--- src/rtl/sdma_pkg.sv ---
package sdma_pkg;

    typedef enum logic [2:0] {
        ST_IDLE,
        ST_LOAD,
        ST_WAIT,
        ST_MOVE,
        ST_POSN,
        ST_RESP
    } eng_state_e;

    localparam int CB_RST  = 0;
    localparam int CB_RUN  = 1;
    localparam int CB_IEN  = 2;
    localparam int CB_CMP  = 26;
    localparam int CB_TAGL = 20;

    localparam logic [31:0] CTL_FIFO_RDY = 32'h2000_0000;
    localparam logic [31:0] CTL_WMASK    = 32'h00F0_0006;
    localparam logic [31:0] CTL_W1C      = 32'h1C00_0000;

    localparam logic [1:0] MK_DESC = 2'd0;
    localparam logic [1:0] MK_DATA = 2'd1;
    localparam logic [1:0] MK_POS  = 2'd2;

    typedef struct packed {
        logic [63:0] addr;
        logic [31:0] len;
        logic        ioc;
    } desc_t;

endpackage

--- src/rtl/sdma_ctl_word.sv ---
module sdma_ctl_word
    import sdma_pkg::*;
(
    input  logic        clk,
    input  logic        rst_n,
    input  logic        wr_en,
    input  logic [31:0] wr_data,
    input  logic        cmp_set,
    output logic [31:0] ctl_q,
    output logic        run_rise,
    output logic        strm_rst
);

    logic [31:0] ctl_d;

    assign strm_rst = wr_en && wr_data[CB_RST];
    assign run_rise = wr_en && !wr_data[CB_RST] && wr_data[CB_RUN] && !ctl_q[CB_RUN];

    always_comb begin
        ctl_d = ctl_q;
        if (strm_rst) begin
            ctl_d = CTL_FIFO_RDY;
        end else begin
            if (wr_en) begin
                ctl_d = (ctl_q & ~CTL_WMASK) | (wr_data & CTL_WMASK);
                ctl_d = ctl_d & ~(wr_data & CTL_W1C);
            end
            if (cmp_set) begin
                ctl_d[CB_CMP] = 1'b1;
            end
        end
    end

    always_ff @(posedge clk or negedge rst_n) begin
        if (!rst_n) ctl_q <= CTL_FIFO_RDY;
        else        ctl_q <= ctl_d;
    end

    assert_reset_word_R10: assert property (@(posedge clk) disable iff (!rst_n)
        (wr_en && wr_data[CB_RST]) |=> (ctl_q == CTL_FIFO_RDY));

    assert_cmp_sticky_R8: assert property (@(posedge clk) disable iff (!rst_n)
        (cmp_set && !(wr_en && wr_data[CB_RST])) |=> ctl_q[CB_CMP]);

    assert_w1c_R8: assert property (@(posedge clk) disable iff (!rst_n)
        (wr_en && wr_data[CB_CMP] && !cmp_set) |=> !ctl_q[CB_CMP]);

endmodule

--- src/rtl/sdma_desc_tbl.sv ---
module sdma_desc_tbl
    import sdma_pkg::*;
#(
    parameter int MAX_DESC = 8,
    parameter int IDXW     = 3
) (
    input  logic            clk,
    input  logic            rst_n,
    input  logic            we,
    input  logic [IDXW-1:0] widx,
    input  desc_t           wdesc,
    input  logic [IDXW-1:0] ridx,
    output desc_t           rdesc
);

    desc_t rows [MAX_DESC];

    for (genvar g = 0; g < MAX_DESC; g++) begin : g_ent
        desc_t ent_q;
        always_ff @(posedge clk or negedge rst_n) begin
            if (!rst_n)                          ent_q <= '0;
            else if (we && widx == IDXW'(g))     ent_q <= wdesc;
        end
        assign rows[g] = ent_q;
    end

    assign rdesc = rows[ridx];

endmodule

--- src/rtl/sdma_chunk.sv ---
module sdma_chunk (
    input  logic [31:0] left,
    input  logic [31:0] ring_len,
    input  logic [31:0] ring_pos,
    input  logic [31:0] desc_len,
    input  logic [31:0] desc_ofs,
    output logic [31:0] chunk
);

    logic [31:0] ring_room;
    logic [31:0] desc_room;
    logic [31:0] m1;

    always_comb begin
        ring_room = ring_len - ring_pos;
        desc_room = desc_len - desc_ofs;
        m1        = (left < ring_room) ? left : ring_room;
        chunk     = (m1 < desc_room) ? m1 : desc_room;
    end

endmodule

--- src/rtl/sdma_stream_engine.sv ---
module sdma_stream_engine
    import sdma_pkg::*;
#(
    parameter int NUM_STREAMS = 8,
    parameter int STREAM_IDX  = 5,
    parameter int MAX_DESC    = 8,
    parameter int REQW        = 16
) (
    input  logic         clk,
    input  logic         rst_n,
    input  logic         ctl_wr_en,
    input  logic [31:0]  ctl_wr_data,
    output logic [31:0]  ctl_word,
    input  logic [31:0]  cbl,
    input  logic [7:0]   lvi,
    input  logic [63:0]  bdl_base,
    input  logic [63:0]  pos_base,
    input  logic         xfer_valid,
    output logic         xfer_ready,
    input  logic [3:0]   xfer_tag,
    input  logic         xfer_out,
    input  logic [REQW-1:0] xfer_bytes,
    output logic         xfer_done,
    output logic         xfer_err,
    output logic         mem_req,
    output logic         mem_we,
    output logic [1:0]   mem_kind,
    output logic [63:0]  mem_addr,
    output logic [31:0]  mem_len,
    output logic [31:0]  mem_wdata,
    input  logic         mem_ack,
    input  logic [127:0] mem_rdata,
    output logic [31:0]  link_pos,
    output logic [$clog2(MAX_DESC)-1:0] entry_idx,
    output logic         irq
);

    localparam int          IDXW    = (MAX_DESC > 1) ? $clog2(MAX_DESC) : 1;
    localparam logic        IS_OUT  = (STREAM_IDX >= NUM_STREAMS / 2);
    localparam logic [63:0] POS_OFS = 64'(STREAM_IDX * 8);

    typedef struct packed {
        eng_state_e      st;
        logic [IDXW-1:0] lidx;
        logic [IDXW-1:0] last;
        logic [IDXW-1:0] be;
        logic [31:0]     bp;
        logic [31:0]     lpib;
        logic [31:0]     left;
        logic            done;
        logic            err;
    } eng_t;

    eng_t q, nx;

    logic            cmp_set, run_rise, strm_rst, tbl_we, accept, tag_ok, run;
    logic [IDXW-1:0] last_in;
    logic [31:0]     chunk;
    desc_t           cur, fetched;
    logic            unused_bits;

    assign unused_bits = ^{mem_rdata[127:97], lvi, pos_base[63:1]};

    sdma_ctl_word u_ctl (
        .clk(clk), .rst_n(rst_n), .wr_en(ctl_wr_en), .wr_data(ctl_wr_data),
        .cmp_set(cmp_set), .ctl_q(ctl_word), .run_rise(run_rise), .strm_rst(strm_rst)
    );

    assign fetched = '{addr: mem_rdata[63:0], len: mem_rdata[95:64], ioc: mem_rdata[96]};

    sdma_desc_tbl #(.MAX_DESC(MAX_DESC), .IDXW(IDXW)) u_tbl (
        .clk(clk), .rst_n(rst_n), .we(tbl_we), .widx(q.lidx), .wdesc(fetched),
        .ridx(q.be), .rdesc(cur)
    );

    sdma_chunk u_chunk (
        .left(q.left), .ring_len(cbl), .ring_pos(q.lpib),
        .desc_len(cur.len), .desc_ofs(q.bp), .chunk(chunk)
    );

    assign last_in    = (lvi >= 8'(MAX_DESC)) ? IDXW'(MAX_DESC - 1) : lvi[IDXW-1:0];
    assign run        = ctl_word[CB_RUN];
    assign xfer_ready = (q.st == ST_IDLE) || (q.st == ST_WAIT);
    assign accept     = xfer_valid && xfer_ready;
    assign tag_ok     = (xfer_tag == ctl_word[CB_TAGL+3:CB_TAGL]) && (xfer_out == IS_OUT) && run;

    always_comb begin
        nx      = q;
        nx.done = 1'b0;
        nx.err  = 1'b0;
        cmp_set = 1'b0;
        tbl_we  = 1'b0;
        case (q.st)
            ST_IDLE: begin
                if (accept) nx.err = 1'b1;
            end
            ST_LOAD: begin
                if (!run) begin
                    nx.st = ST_IDLE;
                end else if (mem_ack) begin
                    tbl_we = 1'b1;
                    if (q.lidx == q.last) nx.st = ST_WAIT;
                    else                  nx.lidx = q.lidx + 1'b1;
                end
            end
            ST_WAIT: begin
                if (accept) begin
                    if (tag_ok) begin
                        nx.left = 32'(xfer_bytes);
                        nx.st   = ST_MOVE;
                    end else begin
                        nx.err = 1'b1;
                    end
                end else if (!run) begin
                    nx.st = ST_IDLE;
                end
            end
            ST_MOVE: begin
                if (q.left == 32'd0) begin
                    nx.st = pos_base[0] ? ST_POSN : ST_RESP;
                end else if (chunk == 32'd0) begin
                    nx.bp = 32'd0;
                    nx.be = (q.be == q.last) ? '0 : q.be + 1'b1;
                end else if (mem_ack) begin
                    nx.left = q.left - chunk;
                    nx.lpib = (q.lpib + chunk == cbl) ? 32'd0 : q.lpib + chunk;
                    if (q.bp + chunk == cur.len) begin
                        cmp_set = cur.ioc;
                        nx.bp   = 32'd0;
                        nx.be   = (q.be == q.last) ? '0 : q.be + 1'b1;
                    end else begin
                        nx.bp = q.bp + chunk;
                    end
                end
            end
            ST_POSN: begin
                if (mem_ack) nx.st = ST_RESP;
            end
            ST_RESP: begin
                nx.done = 1'b1;
                nx.st   = ST_WAIT;
            end
            default: nx.st = ST_IDLE;
        endcase
        if (run_rise) begin
            nx.st   = ST_LOAD;
            nx.lidx = '0;
            nx.be   = '0;
            nx.bp   = 32'd0;
            nx.lpib = 32'd0;
            nx.last = last_in;
        end
        if (strm_rst) nx.st = ST_IDLE;
    end

    always_ff @(posedge clk or negedge rst_n) begin
        if (!rst_n) q <= '{st: ST_IDLE, default: '0};
        else        q <= nx;
    end

    always_comb begin
        mem_req   = 1'b0;
        mem_we    = 1'b0;
        mem_kind  = MK_DESC;
        mem_addr  = 64'd0;
        mem_len   = 32'd0;
        mem_wdata = q.lpib;
        case (q.st)
            ST_LOAD: begin
                mem_req  = 1'b1;
                mem_addr = bdl_base + {{(60 - IDXW){1'b0}}, q.lidx, 4'b0000};
                mem_len  = 32'd16;
            end
            ST_MOVE: begin
                mem_req  = (q.left != 32'd0) && (chunk != 32'd0);
                mem_we   = !IS_OUT;
                mem_kind = MK_DATA;
                mem_addr = cur.addr + {32'd0, q.bp};
                mem_len  = chunk;
            end
            ST_POSN: begin
                mem_req  = 1'b1;
                mem_we   = 1'b1;
                mem_kind = MK_POS;
                mem_addr = {pos_base[63:1], 1'b0} + POS_OFS;
                mem_len  = 32'd4;
            end
            default: ;
        endcase
    end

    assign xfer_done = q.done;
    assign xfer_err  = q.err;
    assign link_pos  = q.lpib;
    assign entry_idx = q.be;
    assign irq       = ctl_word[CB_CMP] && ctl_word[CB_IEN];

    assert_chunk_bound_R4: assert property (@(posedge clk) disable iff (!rst_n)
        (mem_req && mem_kind == MK_DATA) |-> (mem_len != 32'd0 && mem_len <= cbl - link_pos));

    assert_link_range_R5: assert property (@(posedge clk) disable iff (!rst_n)
        (q.st == ST_MOVE && cbl != 32'd0) |-> (link_pos < cbl));

    assert_entry_wrap_R6: assert property (@(posedge clk) disable iff (!rst_n)
        (q.st != ST_IDLE && q.st != ST_LOAD) |-> (q.be <= q.last));

    assert_req_hold_R2: assert property (@(posedge clk) disable iff (!rst_n)
        (mem_req && !mem_ack && !ctl_wr_en) |=> (mem_req && $stable(mem_addr) && $stable(mem_len)));

    assert_one_reply_R11: assert property (@(posedge clk) disable iff (!rst_n)
        !(xfer_done && xfer_err));

    assert_pos_write_R9: assert property (@(posedge clk) disable iff (!rst_n)
        (mem_req && mem_kind == MK_POS) |-> (mem_we && mem_addr[2:0] == 3'b000));

endmodule

--- config.mk ---
export PLATFORM = sky130hd
export DESIGN_NAME = sdma_stream_engine
export DESIGN_NICKNAME = d
export VERILOG_FILES = /design/src/rtl/sdma_pkg.sv /design/src/rtl/sdma_ctl_word.sv /design/src/rtl/sdma_desc_tbl.sv /design/src/rtl/sdma_chunk.sv /design/src/rtl/sdma_stream_engine.sv
export SDC_FILE = /design/constraint.sdc
export NUM_CORES = 2
export LEC_CHECK = 0
export BUFFER_PORTS_ARGS = -buffer_cell sky130_fd_sc_hd__buf_2
export CAP_MARGIN = 20
export CORE_MARGIN = 8
export CORE_UTILIZATION = 50
export CTS_CLUSTER_DIAMETER = 80
export DETAILED_ROUTE_END_ITERATION = 7
export HOLD_SLACK_MARGIN = 0.05
export PLACE_DENSITY_LB_ADDON = 0.12
export SLEW_MARGIN = 20
export SYNTH_ARGS = -nofsm -noshare
export SYNTH_HDL_FRONTEND = slang
export SYNTH_SLANG_ARGS = --single-unit
export TNS_END_PERCENT = 20
--- constraint.sdc ---
create_clock -name clk -period 26 [get_ports clk]
set_input_delay 2.6 -clock clk [delete_from_list [all_inputs] [get_ports clk]]
set_output_delay 2.6 -clock clk [all_outputs]
set_load 0.005 [all_outputs]
After elaboration in Yosys (flattened, before gate mapping)
Index checks and enable logic that the tools add are counted.

storage, ports and cells
  input port bits = 354
  output and inout port bits = 203
  register bits = 918
  word-level logic and storage cells = 181

operators by class
  reduce and logical (&&, ||, !) cells = 42
  add/sub/neg operators = 10
  muxes and demuxes = 54
  order comparisons = 4
  bitwise gates (word level) = 4
  equal/unequal tests = 32

operators with widths
  cell                   count
  $bmux 97 s3            1
  $mux 32                8
  $mux 99                2
  $mux 97                2
  $pmux 64 s3            1
  $pmux 32 s3            1
  $sub 32x32->32         3
  $mux 76                1
  $mux 67                1
  $add 32x32->32         2
  $add 64x32->64         1
  $add 64x6->64 const B  1
  $add 64x7->64          1
  $eq 32x32->1           2
  $logic_not 32->1       2
  $lt 32x32->1           2
  $mux 64                1
  $pmux 32 s2            1
  $reduce_bool 32->1     2
  $mux 3                 14
  $mux 35                1
  $and 32x32->32         1
  $not 29->32            1
  $or 32x24->32          1
  other kinds (29)       93

Longest topological paths before layout
  depth after elaboration = 16
  mapped depth = 54

By module
From an unflattened synthesis, not the netlist that was laid out.

unflattened totals
  cell total of the unflattened synthesis = 5171
  area total of the unflattened synthesis = 58242.1 um2

modules (own cells, without submodules)
  module              area each (um2)  cells an instance  instances
  sdma_desc_tbl       34546.9          1993               1
  sdma_stream_engine  17553.1          2335               1
  sdma_chunk          5560.3           786                1
  sdma_ctl_word       581.8            57                 1

Worst setup path before layout
OpenSTA, ideal clock, no wires.

  path type = input to register
  start point = input cbl[4]
  end point = register q[97] (netlist name)
  slack = 12.524 ns
  data required time = 25.878 ns
  library setup time = 0.122 ns
  arrival time = 13.354 ns
  buffers on the path = 4
  stages = 46
  cells stage by stage = ha_1 a21oi_1 nor3b_1 a21oi_1 a2111oi_0 o31ai_1 o41ai_1 xor2_1 ha_1 nand4_1 nor4_1 a221oi_1 o211ai_1 nor2_1 clkbuf_1 buf_1 nor2_1 a21oi_1 (+10 left out) nor2_1 a21oi_1 inv_1 fa_1 a21o_1 a22oi_1 a2111oi_0 nor2_1 xnor3_1 a211oi_1 o2111ai_1 or4b_1 or3_1 or4_4 nor2_4 nor4_2 buf_6 a32o_1

on the way
  word-level cells in the longest chain between the ends = 13
  elaborated cells on any way between the ends = 16
  those cells by class = add/sub (2); order compare (2); eq/ne (1); mux (8); reduce/logical (3)

RTL lines
  what                    RTL line                                              text
  start: declaration      sdma_stream_engine.sv:14                              input logic [31:0] cbl,
  $sub 32x32->32 (*)      sdma_chunk.sv:15                                      ring_room = ring_len - ring_pos;
  $lt 32x32->1            sdma_chunk.sv:17                                      m1 = (left < ring_room) ? left : ring_room;
  $mux 32 (*)             sdma_chunk.sv:17
  $lt 32x32->1            sdma_chunk.sv:18                                      chunk = (m1 < desc_room) ? m1 : desc_room;
  $mux 32 (*)             sdma_chunk.sv:18
  $add 32x32->32          sdma_stream_engine.sv:127, sdma_stream_engine.sv:132
  $eq 32x32->1            sdma_stream_engine.sv:127                             if (q.bp + chunk == cur.len) begin
  $mux 32                 sdma_stream_engine.sv:127
  $mux 99                 sdma_stream_engine.sv:124                             end else if (mem_ack) begin
  $mux 35                 sdma_stream_engine.sv:121                             end else if (chunk == 32'd0) begin
  $mux 99                 sdma_stream_engine.sv:119                             if (q.left == 32'd0) begin
  $mux 67                 sdma_stream_engine.sv:93                              case (q.st)
  $mux 76                 sdma_stream_engine.sv:145                             if (run_rise) begin
  end signal: assignment  sdma_stream_engine.sv:158                             else q <= nx;
  end: declaration        sdma_stream_engine.sv:54                              eng_t q, nx;

Every way passes the cells marked *; elsewhere a longest branch is shown, timed or not. The select of a mux whose other input is x is not followed.
A chain may end at the register's enable or synchronous reset.

Final worst setup path
  start point = input cbl[1]
  end point = register q[91] (netlist name)

The elaborated chain is that of the path after synthesis.

==> key figures <==
Global routing
  • Initial antenna violation count: 37
  • Global-route wire length before repair: around 270 mm
  • Vias in the first global route: about 44000
  • GRT overflow: 0
  • Largest net degree at the start of global routing: between 150 and 200
  • GRT Total Usage: a little over a quarter

STA
  • WHS: approximately 0.48 ns
  • Hold Vio Cnt, Final: 0
  • Minimum clock period: ~16 ns
  • Sum Neg Setup Slack: 0 ns
  • Fin. max-slew vios: 0
  • Clock Skews: 0.0304 ns
  • Setup Viol. Count Final: 0
  • RSZ-0062 raised after global routing: false
  • Fin crit share: a little over three fifths
  • Max-slew headroom: ~21%
  • Fmax achieved: a little over 60 MHz
  • Worst slew pin tran: 1.17 ns

Setup path
  • Max Fanout on Critical Path: between 50 and 60
  • Worst path bufs/invs: 6
  • Startpoint Class: primary input
  • CP Class: in -> reg
  • Crit end category: flop
  • Slowest CP cell: a21oi_1
  • CP delay by family, top: compound AO/OA/AOI/OAI gates
  • Slowest stage delay, CP: slightly below 0.8 ns
  • Worst endpoint required time: 26.56 ns
  • Arrival time at the worst endpoint: between 15 and 20 ns
  • Reg2reg setup slack: approximately 11 ns
  • Most used cell, CP: ha_1

Logic synthesis
  • Number of synthesized register bits: between 800 and 900
  • Share of the synthesized area in the top cell type: 38.3%
  • Average cell area after synthesis: 10.8 um^2
  • Post-synth cell types: 105
  • Synth area leaders: dfrtp_1, mux2_2, mux4_2
  • Warnings, synthesis: 0
  • Post-Syn Instances: roughly 5400
  • Number of synthesized flops with an enable pin: 0
  • Mapped Area: 58400 um^2
  • Asr flop ratio synth: 100%
  • Sequential share of the synthesized area: a little under two fifths
  • Top FF cell, synth: dfrtp_1
  • Largest area contributor in the synthesized netlist: dfrtp_1

Clock network
  • CTS tree: yes
  • Clk buf depth: 3
  • Post_cts resized: 0
  • Postcts setup bufs: 0
  • Clock transition at path regs: ~0.06 ns
  • # clock sinks: ~900
  • H-tree depth: 3
  • Clock Latency Late Sink: ~0.7 ns
  • Total CTS buffers: 99
  • Clk root buf: clkbuf_16
  • Hold_buf cts: 0

Floorplan
  • Placement Rows: 125
  • Die area: 128000 um^2
  • Initial Util: 50.3%
  • Die W: between 300 and 400 um
  • I/O Pins: 557
  • Core area: 116000 um^2
  • Die height: 358 um

Drt
  • Initial drt markers: around 3200
  • DR DRC count: 0
  • Drt pass-1 iters: 6
  • Vias per inst: between 6 and 7
  • Per-cell routed wire length: approximately 24 um
  • WL final: ~180 mm
  • Vias: roughly 44000
  • DRT antenna net count: 0

Placement
  • Final Wtd Congestion: 0.970
  • Dpl hpwl: ~130 mm
  • Port Buf Inserts: slightly below 500

Layout
  • Fillers: slightly above 10000
  • Most frequent cells in the layout: dfrtp_1, mux2_2, buf_2
  • Synthesis-to-layout area growth: 11.2%
  • Fin nets: roughly 6300
  • Commonest non-fill, non-tap cell in the layout: dfrtp_1
  • Layout cells sized above 1: roughly 30%

Run status
  • Run status: finished, final reports clean

Flow run
  • Max Cap Viol: 0

Hold path
  • Hold WC Path Type: reg -> reg
## cell families after synthesis
| group | share of synthesized area (%) |
|---|---|
| DFF | 38.4 |
| buffers and inverters | 4.57 |
| xor gates and xnor gates | 5.43 |
| muxes | 24.1 |
| adders and majority gates | 5.87 |
| and+or+nand+nor | 10.3 |
| AOI/OAI and AO/OA | 11.4 |
| other | 0.00642 |
## sequential cells by signal, indices dropped and copies added, names as in the netlist
register	count
q	73
link_pos	32
entry_idx	3
xfer_done	1
xfer_err	1
u_ctl.ctl_q	10
u_tbl.g_ent.ent_q	776
## cells in the mapped netlist, types with 73 or more instances
master / instances
a21o_1: 77
a21oi_1: 230
buf_4: 98
clkbuf_1: 174
dfrtp_1: 895
ha_1: 263
inv_1: 210
mux2_2: 813
mux4_2: 180
nand2_1: 433
nand3_1: 98
nor2_1: 289
nor3_1: 73
o21ai_0: 193
xnor2_1: 214
xor2_1: 135
## final timing paths
path | to | cells after the start | start
max | q[91] | 45 | cbl[1]
min | u_ctl.ctl_q[27] | 1 | u_ctl.ctl_q[27]
max reg2reg | q[91] | 45 | link_pos[1]
min reg2reg | u_ctl.ctl_q[27] | 1 | u_ctl.ctl_q[27]
max in group asynchronous | u_tbl.g_ent[3].ent_q[53] | 6 | rst_n
min in group asynchronous | u_tbl.g_ent[6].ent_q[9] | 1 | rst_n
## area by class of cell
cell class                      instances  area, um^2  area share, %
Clock inverter                         30         399          0.614
Multi-Input combinational cell       3947       33500           51.6
Timing Repair Buffer                  532        2890           4.45
Antenna cell                           23        57.6         0.0886
Clock buffer                          147        2940           4.53
Tap cell                             1524        1910           2.94
Inverter                              212         798           1.23
Sequential cell                       896       22400           34.5
## layer usage
metal	track usage (%)	part of all wire, %	vias up
met5	0	0.083	-
met4	8.53	3.0	22
met3	4.35	5.8	251
met2	43.5	47	1143
met1	37.3	44	22400
li1	-	-	20400
## metrics by stage
step                      setup slack (ns)  util, %  area, um^2  std cells
final                                 9.65     56.0       65000       7311
after global routing                  9.15     55.9       64900       7296
after CTS                             9.86     55.9       64800       7286
after detailed placement              9.14     53.0       61500       7109
after global placement                9.19     53.0       61500       7109
after floorplan                      12.52        -       58500       5413
Power is not shown: default switching activity piles up to over one toggle a cycle in this logic, so the estimate is an artifact.
